### src/rtl/tbe_pkg.sv
package tbe_pkg;

    typedef enum logic [1:0] {
        ST_IDLE,
        ST_LEADER,
        ST_SHIFT,
        ST_WAIT
    } tbe_state_e;

    localparam logic [7:0] DIGIT_ZERO = 8'h30;
    localparam int unsigned BITS_PER_FRAME = 9;
    localparam int unsigned SEGS_PER_BIT = 3;

endpackage

### src/rtl/tbe_tone_timer.sv
module tbe_tone_timer #(
    parameter int unsigned HALF_CLKS = 4
) (
    input  logic clk,
    input  logic rst_n,
    input  logic restart_i,
    output logic phase_hi_o,
    output logic cyc_end_o
);
    localparam int unsigned PERIOD = 2 * HALF_CLKS;
    localparam int unsigned PW = (PERIOD > 1) ? $clog2(PERIOD) : 1;

    logic [PW-1:0] cnt_d, cnt_q;

    always_comb begin
        cnt_d = cnt_q;
        if (restart_i || cnt_q == PW'(PERIOD - 1)) begin
            cnt_d = '0;
        end else begin
            cnt_d = cnt_q + 1'b1;
        end
    end

    always_ff @(posedge clk) begin
        if (!rst_n) begin
            cnt_q <= '0;
        end else begin
            cnt_q <= cnt_d;
        end
    end

    assign phase_hi_o = (cnt_q < PW'(HALF_CLKS));
    assign cyc_end_o  = (cnt_q == PW'(PERIOD - 1));

endmodule

### src/rtl/tbe_sequencer.sv
module tbe_sequencer
    import tbe_pkg::*;
#(
    parameter int unsigned CYCLES_PER_SEG = 5,
    parameter int unsigned LEADER_CYCLES  = 30000
) (
    input  logic       clk,
    input  logic       rst_n,
    input  logic       start_i,
    input  logic [7:0] data_i,
    input  logic       valid_i,
    input  logic       cyc_end_i,
    output logic       ready_o,
    output logic       busy_o,
    output logic       tone_en_o,
    output logic       timer_restart_o
);
    localparam int unsigned MAXC = (LEADER_CYCLES > CYCLES_PER_SEG) ? LEADER_CYCLES : CYCLES_PER_SEG;
    localparam int unsigned CW   = $clog2(MAXC) + 1;

    typedef struct packed {
        tbe_state_e  st;
        logic [CW-1:0] cyc;
        logic [1:0]  seg;
        logic [3:0]  bit_idx;
        logic [3:0]  digit;
        logic        in_cd;
        logic [8:0]  sh;
    } seq_t;

    seq_t s_d, s_q;

    always_comb begin
        s_d = s_q;
        unique case (s_q.st)
            ST_IDLE: begin
                if (start_i) begin
                    s_d.st  = ST_LEADER;
                    s_d.cyc = '0;
                end
            end
            ST_LEADER: begin
                if (cyc_end_i) begin
                    if (s_q.cyc == CW'(LEADER_CYCLES - 1)) begin
                        s_d.st      = ST_SHIFT;
                        s_d.cyc     = '0;
                        s_d.seg     = '0;
                        s_d.bit_idx = '0;
                        s_d.digit   = 4'd9;
                        s_d.in_cd   = 1'b1;
                        s_d.sh      = {1'b0, DIGIT_ZERO + 8'd9};
                    end else begin
                        s_d.cyc = s_q.cyc + 1'b1;
                    end
                end
            end
            ST_SHIFT: begin
                if (cyc_end_i) begin
                    if (s_q.cyc == CW'(CYCLES_PER_SEG - 1)) begin
                        s_d.cyc = '0;
                        if (s_q.seg == 2'(SEGS_PER_BIT - 1)) begin
                            s_d.seg = '0;
                            if (s_q.bit_idx == 4'(BITS_PER_FRAME - 1)) begin
                                s_d.bit_idx = '0;
                                if (s_q.in_cd && s_q.digit != 4'd0) begin
                                    s_d.digit = s_q.digit - 1'b1;
                                    s_d.sh    = {1'b0, DIGIT_ZERO + {4'd0, s_q.digit - 4'd1}};
                                end else begin
                                    s_d.in_cd = 1'b0;
                                    s_d.st    = ST_WAIT;
                                end
                            end else begin
                                s_d.bit_idx = s_q.bit_idx + 1'b1;
                                s_d.sh      = {1'b0, s_q.sh[8:1]};
                            end
                        end else begin
                            s_d.seg = s_q.seg + 1'b1;
                        end
                    end else begin
                        s_d.cyc = s_q.cyc + 1'b1;
                    end
                end
            end
            ST_WAIT: begin
                if (valid_i) begin
                    s_d.st      = ST_SHIFT;
                    s_d.cyc     = '0;
                    s_d.seg     = '0;
                    s_d.bit_idx = '0;
                    s_d.sh      = {1'b0, data_i};
                end else begin
                    s_d.st = ST_IDLE;
                end
            end
            default: s_d.st = ST_IDLE;
        endcase
    end

    always_ff @(posedge clk) begin
        if (!rst_n) begin
            s_q <= '{st: ST_IDLE, cyc: '0, seg: '0, bit_idx: '0,
                     digit: '0, in_cd: 1'b0, sh: '0};
        end else begin
            s_q <= s_d;
        end
    end

    assign ready_o         = (s_q.st == ST_WAIT);
    assign busy_o          = (s_q.st != ST_IDLE);
    assign timer_restart_o = (s_q.st == ST_IDLE) || (s_q.st == ST_WAIT);
    assign tone_en_o       = (s_q.st == ST_LEADER) ||
                             ((s_q.st == ST_SHIFT) &&
                              ((s_q.seg == 2'd0) || (s_q.seg == 2'd1 && s_q.sh[0])));

endmodule

### src/rtl/tape_bit_encoder.sv
module tape_bit_encoder #(
    parameter int unsigned CLK_HZ         = 50_000_000,
    parameter int unsigned TONE_HZ        = 2000,
    parameter int unsigned CYCLES_PER_SEG = 5,
    parameter int unsigned LEADER_CYCLES  = 30000
) (
    input  logic       clk,
    input  logic       rst_n,
    input  logic       start_i,
    input  logic [7:0] data_i,
    input  logic       valid_i,
    output logic       ready_o,
    output logic       busy_o,
    output logic       tone_o
);
    localparam int unsigned HALF_CLKS = CLK_HZ / (2 * TONE_HZ);

    logic phase_hi, cyc_end, tone_en, restart;

    tbe_tone_timer #(.HALF_CLKS(HALF_CLKS)) u_timer (
        .clk        (clk),
        .rst_n      (rst_n),
        .restart_i  (restart),
        .phase_hi_o (phase_hi),
        .cyc_end_o  (cyc_end)
    );

    tbe_sequencer #(
        .CYCLES_PER_SEG(CYCLES_PER_SEG),
        .LEADER_CYCLES (LEADER_CYCLES)
    ) u_seq (
        .clk             (clk),
        .rst_n           (rst_n),
        .start_i         (start_i),
        .data_i          (data_i),
        .valid_i         (valid_i),
        .cyc_end_i       (cyc_end),
        .ready_o         (ready_o),
        .busy_o          (busy_o),
        .tone_en_o       (tone_en),
        .timer_restart_o (restart)
    );

    assign tone_o = tone_en & phase_hi;

endmodule

### config.mk
export PLATFORM = sky130hd
export DESIGN_NAME = tape_bit_encoder
export DESIGN_NICKNAME = d
export VERILOG_FILES = /design/src/rtl/tbe_pkg.sv /design/src/rtl/tbe_tone_timer.sv /design/src/rtl/tbe_sequencer.sv /design/src/rtl/tape_bit_encoder.sv
export SDC_FILE = /design/constraint.sdc
export NUM_CORES = 1
export LEC_CHECK = 0
export ABC_CLOCK_PERIOD_IN_PS = 2950
export BUFFER_PORTS_ARGS = -buffer_cell sky130_fd_sc_hd__buf_2
export CAP_MARGIN = 20
export CORE_AREA = 5 5 84 86
export DETAILED_ROUTE_END_ITERATION = 12
export DIE_AREA = 0 0 89 91
export GPL_TIMING_DRIVEN = 1
export PLACE_DENSITY = 0.65
export SYNTH_ARGS = -nofsm -noshare
export SYNTH_HDL_FRONTEND = slang
export SYNTH_SLANG_ARGS = --single-unit
### constraint.sdc
create_clock -name clk -period 2.95 [get_ports clk]
set_clock_uncertainty 0.05 [all_clocks]
set_input_delay 0.1475 -clock clk [delete_from_list [all_inputs] [get_ports clk]]
set_output_delay 0.1475 -clock clk [all_outputs]
set_load 0.02 [all_outputs]
==> results of run 1 <==
stage by stage:
stage | worst slack [ns] | hold slack (ns) | area (µm²) | instances | utilization (%)
after floorplan | 0.4791 | 0.2518 | 2973 | 355 | -
after global placement | 0.3120 | 0.3711 | 3137 | 437 | 50.55
after detailed placement | 0.2509 | 0.3751 | 3137 | 437 | 50.55
after CTS | 0.2157 | 0.04945 | 3229 | 445 | 52.05
after global routing | 0.06287 | 0.05091 | 3257 | 446 | 52.49
final | 0.2246 | 0.05581 | 3257 | 446 | 52.49
power by group:
part           internal [µW]  leakage (µW)  switching (µW)  total, µW
Combinational            357      0.000598             612        969
Sequential               772      0.000420            46.6        819
Clock                    188     0.0000510             234        422
final timing paths:
path,start,to,slack (ns),cells past startpoint
worst max-delay path,u_seq.s_q[20]$_SDFFE_PN0P_,u_seq.s_q[4]$_SDFFE_PN0P_,0.22,8
worst min-delay path,data_i[2],u_seq.s_q[2]$_SDFFE_PN0P_,0.06,3
worst max register to register,u_seq.s_q[20]$_SDFFE_PN0P_,u_seq.s_q[4]$_SDFFE_PN0P_,0.22,8
worst min register to register,u_timer.cnt_q[0]$_SDFF_PP0_,u_timer.cnt_q[0]$_SDFF_PP0_,0.41,1
logic make-up (layout without fill, tap and decap cells):
group                    after synthesis  after routing  synth area share [%]
buffers and inverters                 36             50                 5.008
AND/OR/NAND/NOR                      151            151                 27.69
AO/OA/AOI/OAI                         72             72                 17.68
multiplexers                           3              3                 1.010
adder cells (fa/ha/maj)               12             12                 5.050
XOR/XNOR                              29             29                 8.544
flip-flops                            52             52                 35.02
area by class of cell:
class,instances,area (µm²),share of cell area [%]
Clock buffer,6,82.58,2.536
Tap cell,77,96.34,2.958
Multi-Input combinational cell,267,1783,54.74
Sequential cell,52,1041,31.96
Clock inverter,2,10.01,0.3073
Timing Repair Buffer,27,187.7,5.763
Inverter,15,56.30,1.729
state kept, by name (all words and copies together), names as in the netlist:
| register | cells |
|---|---|
| u_seq.s_q | 37 |
| u_timer.cnt_q | 15 |
per-layer routing:
layer	track usage (%)	vias up	share of wire, %
li1	-	1341	-
met1	25.89	1245	51
met2	26.05	35	45
met3	2.896	7	2.9
met4	4.342	0	0.94
met5	0	-	0
synthesized netlist by cell type, types with 5 or more instances:
cell,instances,share of area (%)
inv_1,15,1.9
nor4b_1,5,1.5
xor2_1,7,2.1
or4_1,7,1.8
nand4_1,11,2.3
dfxtp_1,52,35
clkbuf_1,16,2.0
ha_1,12,5.1
nand2_1,26,3.3
nand3_1,11,1.9
xnor2_1,22,6.5
o21ai_0,6,1.0
nor3_1,25,4.2
a311oi_1,6,1.8
a21oi_1,19,3.2
a31oi_1,5,1.1
nor4_1,9,1.9
nor2_1,28,3.5
critical path: stages (launching register included):
cell      delay (ns)
dfxtp_1         0.36
inv_1           0.07
ha_1            0.12
or4b_1          0.45
or4_1           0.64
a22oi_1         0.37
buf_4           0.24
a21oi_1         0.08
a311oi_1        0.26
==> impl_metrics.json, run 1 <==
{
  "outcome": "finished, final reports clean",
  "grt_pass1_vias": 2491,
  "area_delta_synth_final_pct": 9.554,
  "synth_cell_types": 59,
  "cts_tree": "built",
  "insertedDiodeCount": 0,
  "synth_edf_count": 0,
  "worstMarginPinSlew_ns": 0.6608,
  "numCtsBuffers": 5,
  "vias_per_cell": 5.892,
  "cts_resized": 0,
  "crit_fanout": 8,
  "critPathArrivalTime_ns": 2.89,
  "num_io_pins": 15,
  "clockRootBuffer": "clkbuf_8",
  "antenna_found_initial": 0,
  "setup_viol": 0,
  "route.detailed.drc": 0,
  "worstSetupEndpointType": "register",
  "grt_overflow": 0,
  "vias": 2628,
  "fill_cells": 605,
  "final_max_slew_viol_count": 0,
  "final_cell_mix": "52 x dfxtp_1, 28 x nor2_1, 26 x nand2_1",
  "ant_nets": 0,
  "cts_max_level": 2,
  "worstPathRequired_ns": 3.12,
  "slew-limit-headroom_pct": 55.95,
  "power_uw": 2210,
  "dpl.hpwl_um": 4812,
  "avgSynthCellArea_um2": 8.374,
  "post_cts.repair.setup_buffers": 0,
  "period_share_pct": 92.39,
  "drv_cap": 0,
  "initial_core_util_pct": 47.91,
  "fp.coreArea_um2": 6205,
  "yosysSeqAreaShare_pct": 35.02,
  "final_common_cell": "dfxtp_1",
  "portBuffers": 14,
  "grt_max_degree": 34,
  "p_per_area_nw_per_um2": 678.5,
  "min_period_ns": 2.725,
  "clock-sinks": 52,
  "p_leak_uw": 0.001069,
  "hold_viol": 0,
  "clk_latency_ns": 0.30,
  "drive_gt1_share_pct": 12.20,
  "peakVddDrop_uv": 321.9,
  "async_reset_ff_share_pct": 0,
  "routed_wl_um": 6691,
  "dr.pass1.iters": 4,
  "cp-start-kind": "register",
  "fp.dieH_um": 91,
  "clockBufferDepth": 2,
  "syn_area_um2": 2973,
  "grt_pass1_wl_um": 11650,
  "syn_inst": 355,
  "crit_type": "register to register",
  "gp_congestion": 0.8145,
  "fp.dieArea_um2": 8099,
  "synth_nets": 379,
  "cts-hold-fix-buffers": 0,
  "wl_per_cell_um": 15.00,
  "drt_iter0_drc": 194,
  "dieWidth_um": 89,
  "clkTransAtPathRegs_ns": 0.10,
  "rsz0062_at_grt": "false",
  "synthFlopType": "dfxtp_1",
  "max_freq_mhz": 366.9,
  "layout.nets": 392,
  "rows": 29,
  "yosysWarnings": 0,
  "fin_tns_setup_ns": 0,
  "track_usage_pct": 17.39,
  "hold_class": "input port to register",
  "synth_seq_cells": 52
}
(Power assumes the default switching activity.)
==> run 2: changes to the inputs <==
- CELL_PAD_IN_SITES_DETAIL_PLACEMENT: unset -> 1
- CELL_PAD_IN_SITES_GLOBAL_PLACEMENT: unset -> 1
- CORE_AREA: 5 5 84 86 -> 5 5 87 89
- DIE_AREA: 0 0 89 91 -> 0 0 92 94
- PLACE_DENSITY: 0.65 -> unset
- PLACE_DENSITY_LB_ADDON: unset -> 0.1
==> run 2 against run 1 <==
Compared with the run above:
- sequential cell count stayed put
- total power is 12% higher
- design area is 1.5% higher
- highest routed layer unchanged
==> impl_metrics.json, run 2 (synthesis gave the netlist of run 1 again) <==
{
  "fp.dieArea_um2": 8648,
  "antenna_found_initial": 0,
  "initial_core_util_pct": 44.49,
  "grt_max_degree": 21,
  "cts-hold-fix-buffers": 0,
  "clockBufferDepth": 2,
  "cts_resized": 0,
  "post_cts.repair.setup_buffers": 0,
  "r2r_slack_ns": 0.21,
  "route.detailed.drc": 0,
  "final_cell_mix": "52 x dfxtp_1, 28 x nor2_1, 26 x nand2_1",
  "dpl.hpwl_um": 5422,
  "gp_congestion": 0.8438,
  "largest_register_ffs": 37,
  "peakVddDrop_uv": 462.1,
  "fp.dieH_um": 94,
  "portBuffers": 14,
  "worstMarginPinSlew_ns": 0.8242,
  "grt_pass1_vias": 2646,
  "clk_latency_ns": 0.32,
  "worstPathRequired_ns": 3.12,
  "worstSetupEndpointType": "register",
  "cts_max_level": 2,
  "cp-start-kind": "register",
  "area_delta_synth_final_pct": 11.24,
  "layout.nets": 392,
  "setup_viol": 0,
  "period_share_pct": 92.91,
  "whs_ns": 0.04715,
  "hold_viol": 0,
  "top_register": "u_seq.s_q",
  "p_leak_uw": 0.001088,
  "clock-sinks": 52,
  "cts_tree": "built",
  "crit_type": "register to register",
  "drive_gt1_share_pct": 12.20,
  "crit_fanout": 8,
  "insertedDiodeCount": 0,
  "numCtsBuffers": 5,
  "grt_pass1_wl_um": 12920,
  "startpoint": "u_seq.s_q[20]$_SDFFE_PN0P_",
  "vias": 2680,
  "p_per_area_nw_per_um2": 751.4,
  "grt_overflow": 0,
  "rsz0062_at_grt": "false",
  "track_usage_pct": 18.36,
  "clkTransAtPathRegs_ns": 0.10,
  "drv_cap": 0,
  "hold_class": "input port to register",
  "wl_per_cell_um": 16.87,
  "ant_nets": 0,
  "reg.largest.list": "u_seq.s_q (37), u_timer.cnt_q (15)",
  "dr.pass1.iters": 4,
  "clockRootBuffer": "clkbuf_8",
  "final_common_cell": "dfxtp_1",
  "num_io_pins": 15,
  "final_max_slew_viol_count": 0,
  "rows": 30,
  "slew-limit-headroom_pct": 44.94,
  "fp.coreArea_um2": 6681,
  "outcome": "finished, final reports clean",
  "min-delay-start": "data_i[2]",
  "vias_per_cell": 5.969,
  "fin_tns_setup_ns": 0,
  "critPathArrivalTime_ns": 2.91,
  "r2r_start": "u_seq.s_q[20]$_SDFFE_PN0P_",
  "min_period_ns": 2.741,
  "max_freq_mhz": 364.8,
  "dieWidth_um": 92,
  "drt_iter0_drc": 112,
  "routed_wl_um": 7574
}
[run 2: final cells by class]
type	count	area, µm²
fill	813	3374
multi-input combinational	267	1783
sequential	52	1041
timing repair buffer	27	167.7
tap	80	100.1
clock inverter	3	90.09
clock buffer	5	68.82
inverter	15	56.30
[run 2: per-layer routing]
layer | GRT usage [%] | part of all wire, % | vias up | wire [µm]
li1 | - | - | 1330 | -
met1 | 24.89 | 50 | 1318 | 3774
met2 | 30.47 | 47 | 24 | 3563
met3 | 2.965 | 2.2 | 8 | 166
met4 | 4.579 | 0.92 | 0 | 70
met5 | 0 | 0 | - | 0
[run 2: path summary, 6_finish.rpt]
check / end / depth (start not counted)
hold reg to reg: u_timer.cnt_q[0]$_SDFF_PP0_ / 1
setup reg to reg: u_seq.s_q[0]$_SDFFE_PN0P_ / 8
setup / recovery: u_seq.s_q[0]$_SDFFE_PN0P_ / 8
hold / removal: u_seq.s_q[2]$_SDFFE_PN0P_ / 3
[run 2: worst max-delay path: stages (launching register included)]
cell and delay (ns):
dfxtp_1 0.36, inv_1 0.07, ha_1 0.13, or4b_1 0.45, or4_1 0.63, a22oi_1 0.38
buf_4 0.24, a21oi_1 0.08, a311oi_1 0.26
[run 2: through the flow]
step	worst slack (ns)	std cells	power, µW	area (µm²)	util, %
after floorplan	0.4791	355	1538	2973	-
after global placement	0.3078	441	1796	3148	47.12
after detailed placement	0.2320	441	1813	3148	47.12
after CTS	0.2048	449	2504	3307	49.49
after global routing	0.005270	449	2633	3307	49.49
final	0.2091	449	2485	3307	49.49
[run 2: report_power, final]
| group | total [µW] | switching [µW] | leakage, µW | internal [µW] |
|---|---|---|---|---|
| clock | 677 | 253 | 0.0000784 | 424 |
| combinational | 988 | 639 | 0.000589 | 349 |
| sequential | 820 | 47.8 | 0.000420 | 772 |
==> run 3: changes to the inputs <==
- CORE_AREA: 5 5 87 89 -> 5 5 80 97
- DIE_AREA: 0 0 92 94 -> 0 0 85 102
==> run 3 against run 2 <==
Compared with the run above:
- sequential cell count stayed put
- die area is 0.25% higher
- critical path depth stayed put
- sequential power hardly changed
- sequential share of layout area is 0.29 points higher
- wire length hardly changed
- total power is 6.2% lower
- hold slack worse by 0.011 ns
- largest power group unchanged
==> impl_metrics.json, run 3 (synthesis gave the netlist of run 1 again) <==
{
  "fin_area_um2": 3277,
  "place_ws_ns": 0.1528,
  "grt_pass1_wl_um": 13210,
  "reg.largest.list": "u_seq.s_q (37), u_timer.cnt_q (15)",
  "cts_max_level": 2,
  "p_clk_share_pct": 22.1,
  "clk_latency_ns": 0.31,
  "dr.pass1.iters": 4,
  "final_common_cell": "dfxtp_1",
  "p_sw_uw": 948.8,
  "p_sw_share_pct": 40.71,
  "setup_viol": 0,
  "multi_input_area_um2": 1788,
  "outcome": "finished, final reports clean",
  "fp.coreArea_um2": 6689,
  "cp_slowest_cell": "or4_1",
  "vias_per_cell": 5.866,
  "slew-limit-headroom_pct": 52.69,
  "max_freq_mhz": 364.5,
  "numCtsBuffers": 5,
  "drv_cap": 0,
  "dpl.hpwl_um": 5637,
  "whs_ns": 0.03597,
  "fill_cells": 840,
  "insertedDiodeCount": 0,
  "intPower_uw": 1382,
  "cp-start-kind": "register",
  "min_period_ns": 2.744,
  "worstPathRequired_ns": 3.12,
  "layout.nets": 392,
  "antenna_found_initial": 0,
  "r2r_slack_ns": 0.21,
  "portBuffers": 14,
  "crit_type": "register to register",
  "routed_wl_um": 7577,
  "worstSetupEndpointType": "register",
  "initial_core_util_pct": 44.44,
  "dr.max_layer_used": "met4",
  "area_delta_synth_final_pct": 10.23,
  "gp_congestion": 0.7714,
  "track_usage_pct": 18.39,
  "p_per_area_nw_per_um2": 711.2,
  "rsz0062_at_grt": "false",
  "hold_class": "input port to register",
  "path_cells": "inv_1 > ha_1 > or4b_1 > or4_1 > a22oi_2 > buf_4 > a21oi_1 > a311oi_1",
  "largest_register_ffs": 37,
  "power_frac_seq_pct": 35.2,
  "wl_per_cell_um": 16.62,
  "clockRootBuffer": "clkbuf_8",
  "period_share_pct": 93.01,
  "fp.dieH_um": 102,
  "cts_tree": "built",
  "critPathArrivalTime_ns": 2.91,
  "fp.dieArea_um2": 8670,
  "met3_length_um": 122,
  "ant_nets": 0,
  "worstMarginPinSlew_ns": 0.7088,
  "fin_util_pct": 48.99,
  "grt_max_degree": 21,
  "clkTransAtPathRegs_ns": 0.10,
  "clock-sinks": 52,
  "grt_pass1_vias": 2828,
  "hold_viol": 0,
  "final_max_slew_viol_count": 0,
  "post_cts.repair.setup_buffers": 0,
  "wl_met2_um": 3772,
  "vias": 2675,
  "dieWidth_um": 85,
  "clockBufferDepth": 2,
  "drive_gt1_share_pct": 12.47,
  "route.detailed.drc": 0,
  "final_cell_mix": "52 x dfxtp_1, 28 x nor2_1, 26 x nand2_1",
  "max_stage_delay_ns": 0.64,
  "crit_fanout": 8,
  "rows": 33,
  "p_comb_share_pct": 42.7,
  "p_leak_uw": 0.001065,
  "layout_setup_ws_ns": 0.2062,
  "fin_tns_setup_ns": 0,
  "peakVddDrop_uv": 371.3,
  "drt_iter0_drc": 107,
  "placed_area_um2": 3157,
  "grt_overflow": 0,
  "met1_length_um": 3616,
  "num_io_pins": 15,
  "regArea_um2": 1041,
  "top_register": "u_seq.s_q"
}
==> run 3: layout make-up <==
class                   count  share of cell area [%]
flip-flops and latches     52                   31.77
well taps                  87                   3.322
inverters                  15                   1.718
clock buffers               5                   2.100
clock inverters             3                   1.413
multi-input cells         267                   54.56
repair buffers             27                   5.116
==> run 3: what timing repair did <==
item	4_1_cts	5_1_grt
endpoints found under the setup margin	0	3
hold endpoints to repair	0	0
resized for setup	0	1
hold buffers	0	0
==> run 3: worst paths after layout <==
check | start | to | depth (start not counted)
max | u_seq.s_q[20]$_SDFFE_PN0P_ | u_seq.s_q[1]$_SDFFE_PN0P_ | 8
min | data_i[7] | u_seq.s_q[7]$_SDFFE_PN0P_ | 3
max reg2reg | u_seq.s_q[20]$_SDFFE_PN0P_ | u_seq.s_q[1]$_SDFFE_PN0P_ | 8
min reg2reg | u_timer.cnt_q[0]$_SDFF_PP0_ | u_timer.cnt_q[0]$_SDFF_PP0_ | 1
==> run 3: layer usage <==
| metal | global-route usage (%) | up-vias |
|---|---|---|
| met2 | 33.13 | 18 |
| met5 | 0 | - |
| li1 | - | 1330 |
| met3 | 2.419 | 5 |
| met1 | 23.17 | 1322 |
| met4 | 4.629 | 0 |
==> run 3: critical path: cells and delay by family (launching register included) <==
| family | cells | cell delay (ns) |
|---|---|---|
| compound gates | 3 | 0.67 |
| fa+ha+maj | 1 | 0.16 |
| buf+inv | 2 | 0.29 |
| flops | 1 | 0.36 |
| simple gates | 2 | 1.13 |
==> run 3: power by group through the flow <==
stage                     Sequential (µW)  Clock (µW)  Combinational (µW)
after floorplan                       823           0                 715
after global routing                  829         563                1100
final                                 821         514                 996
after detailed placement              837           0                 987
after global placement                834           0                 959
after CTS                             821         531                 996
==> run 3: per-stage QoR <==
| step | cells | power, µW |
|---|---|---|
| CTS | 456 | 2348 |
| floorplan | 355 | 1538 |
| detailed placement | 448 | 1824 |
| global route | 456 | 2489 |
| global placement | 448 | 1793 |
| finish | 456 | 2331 |
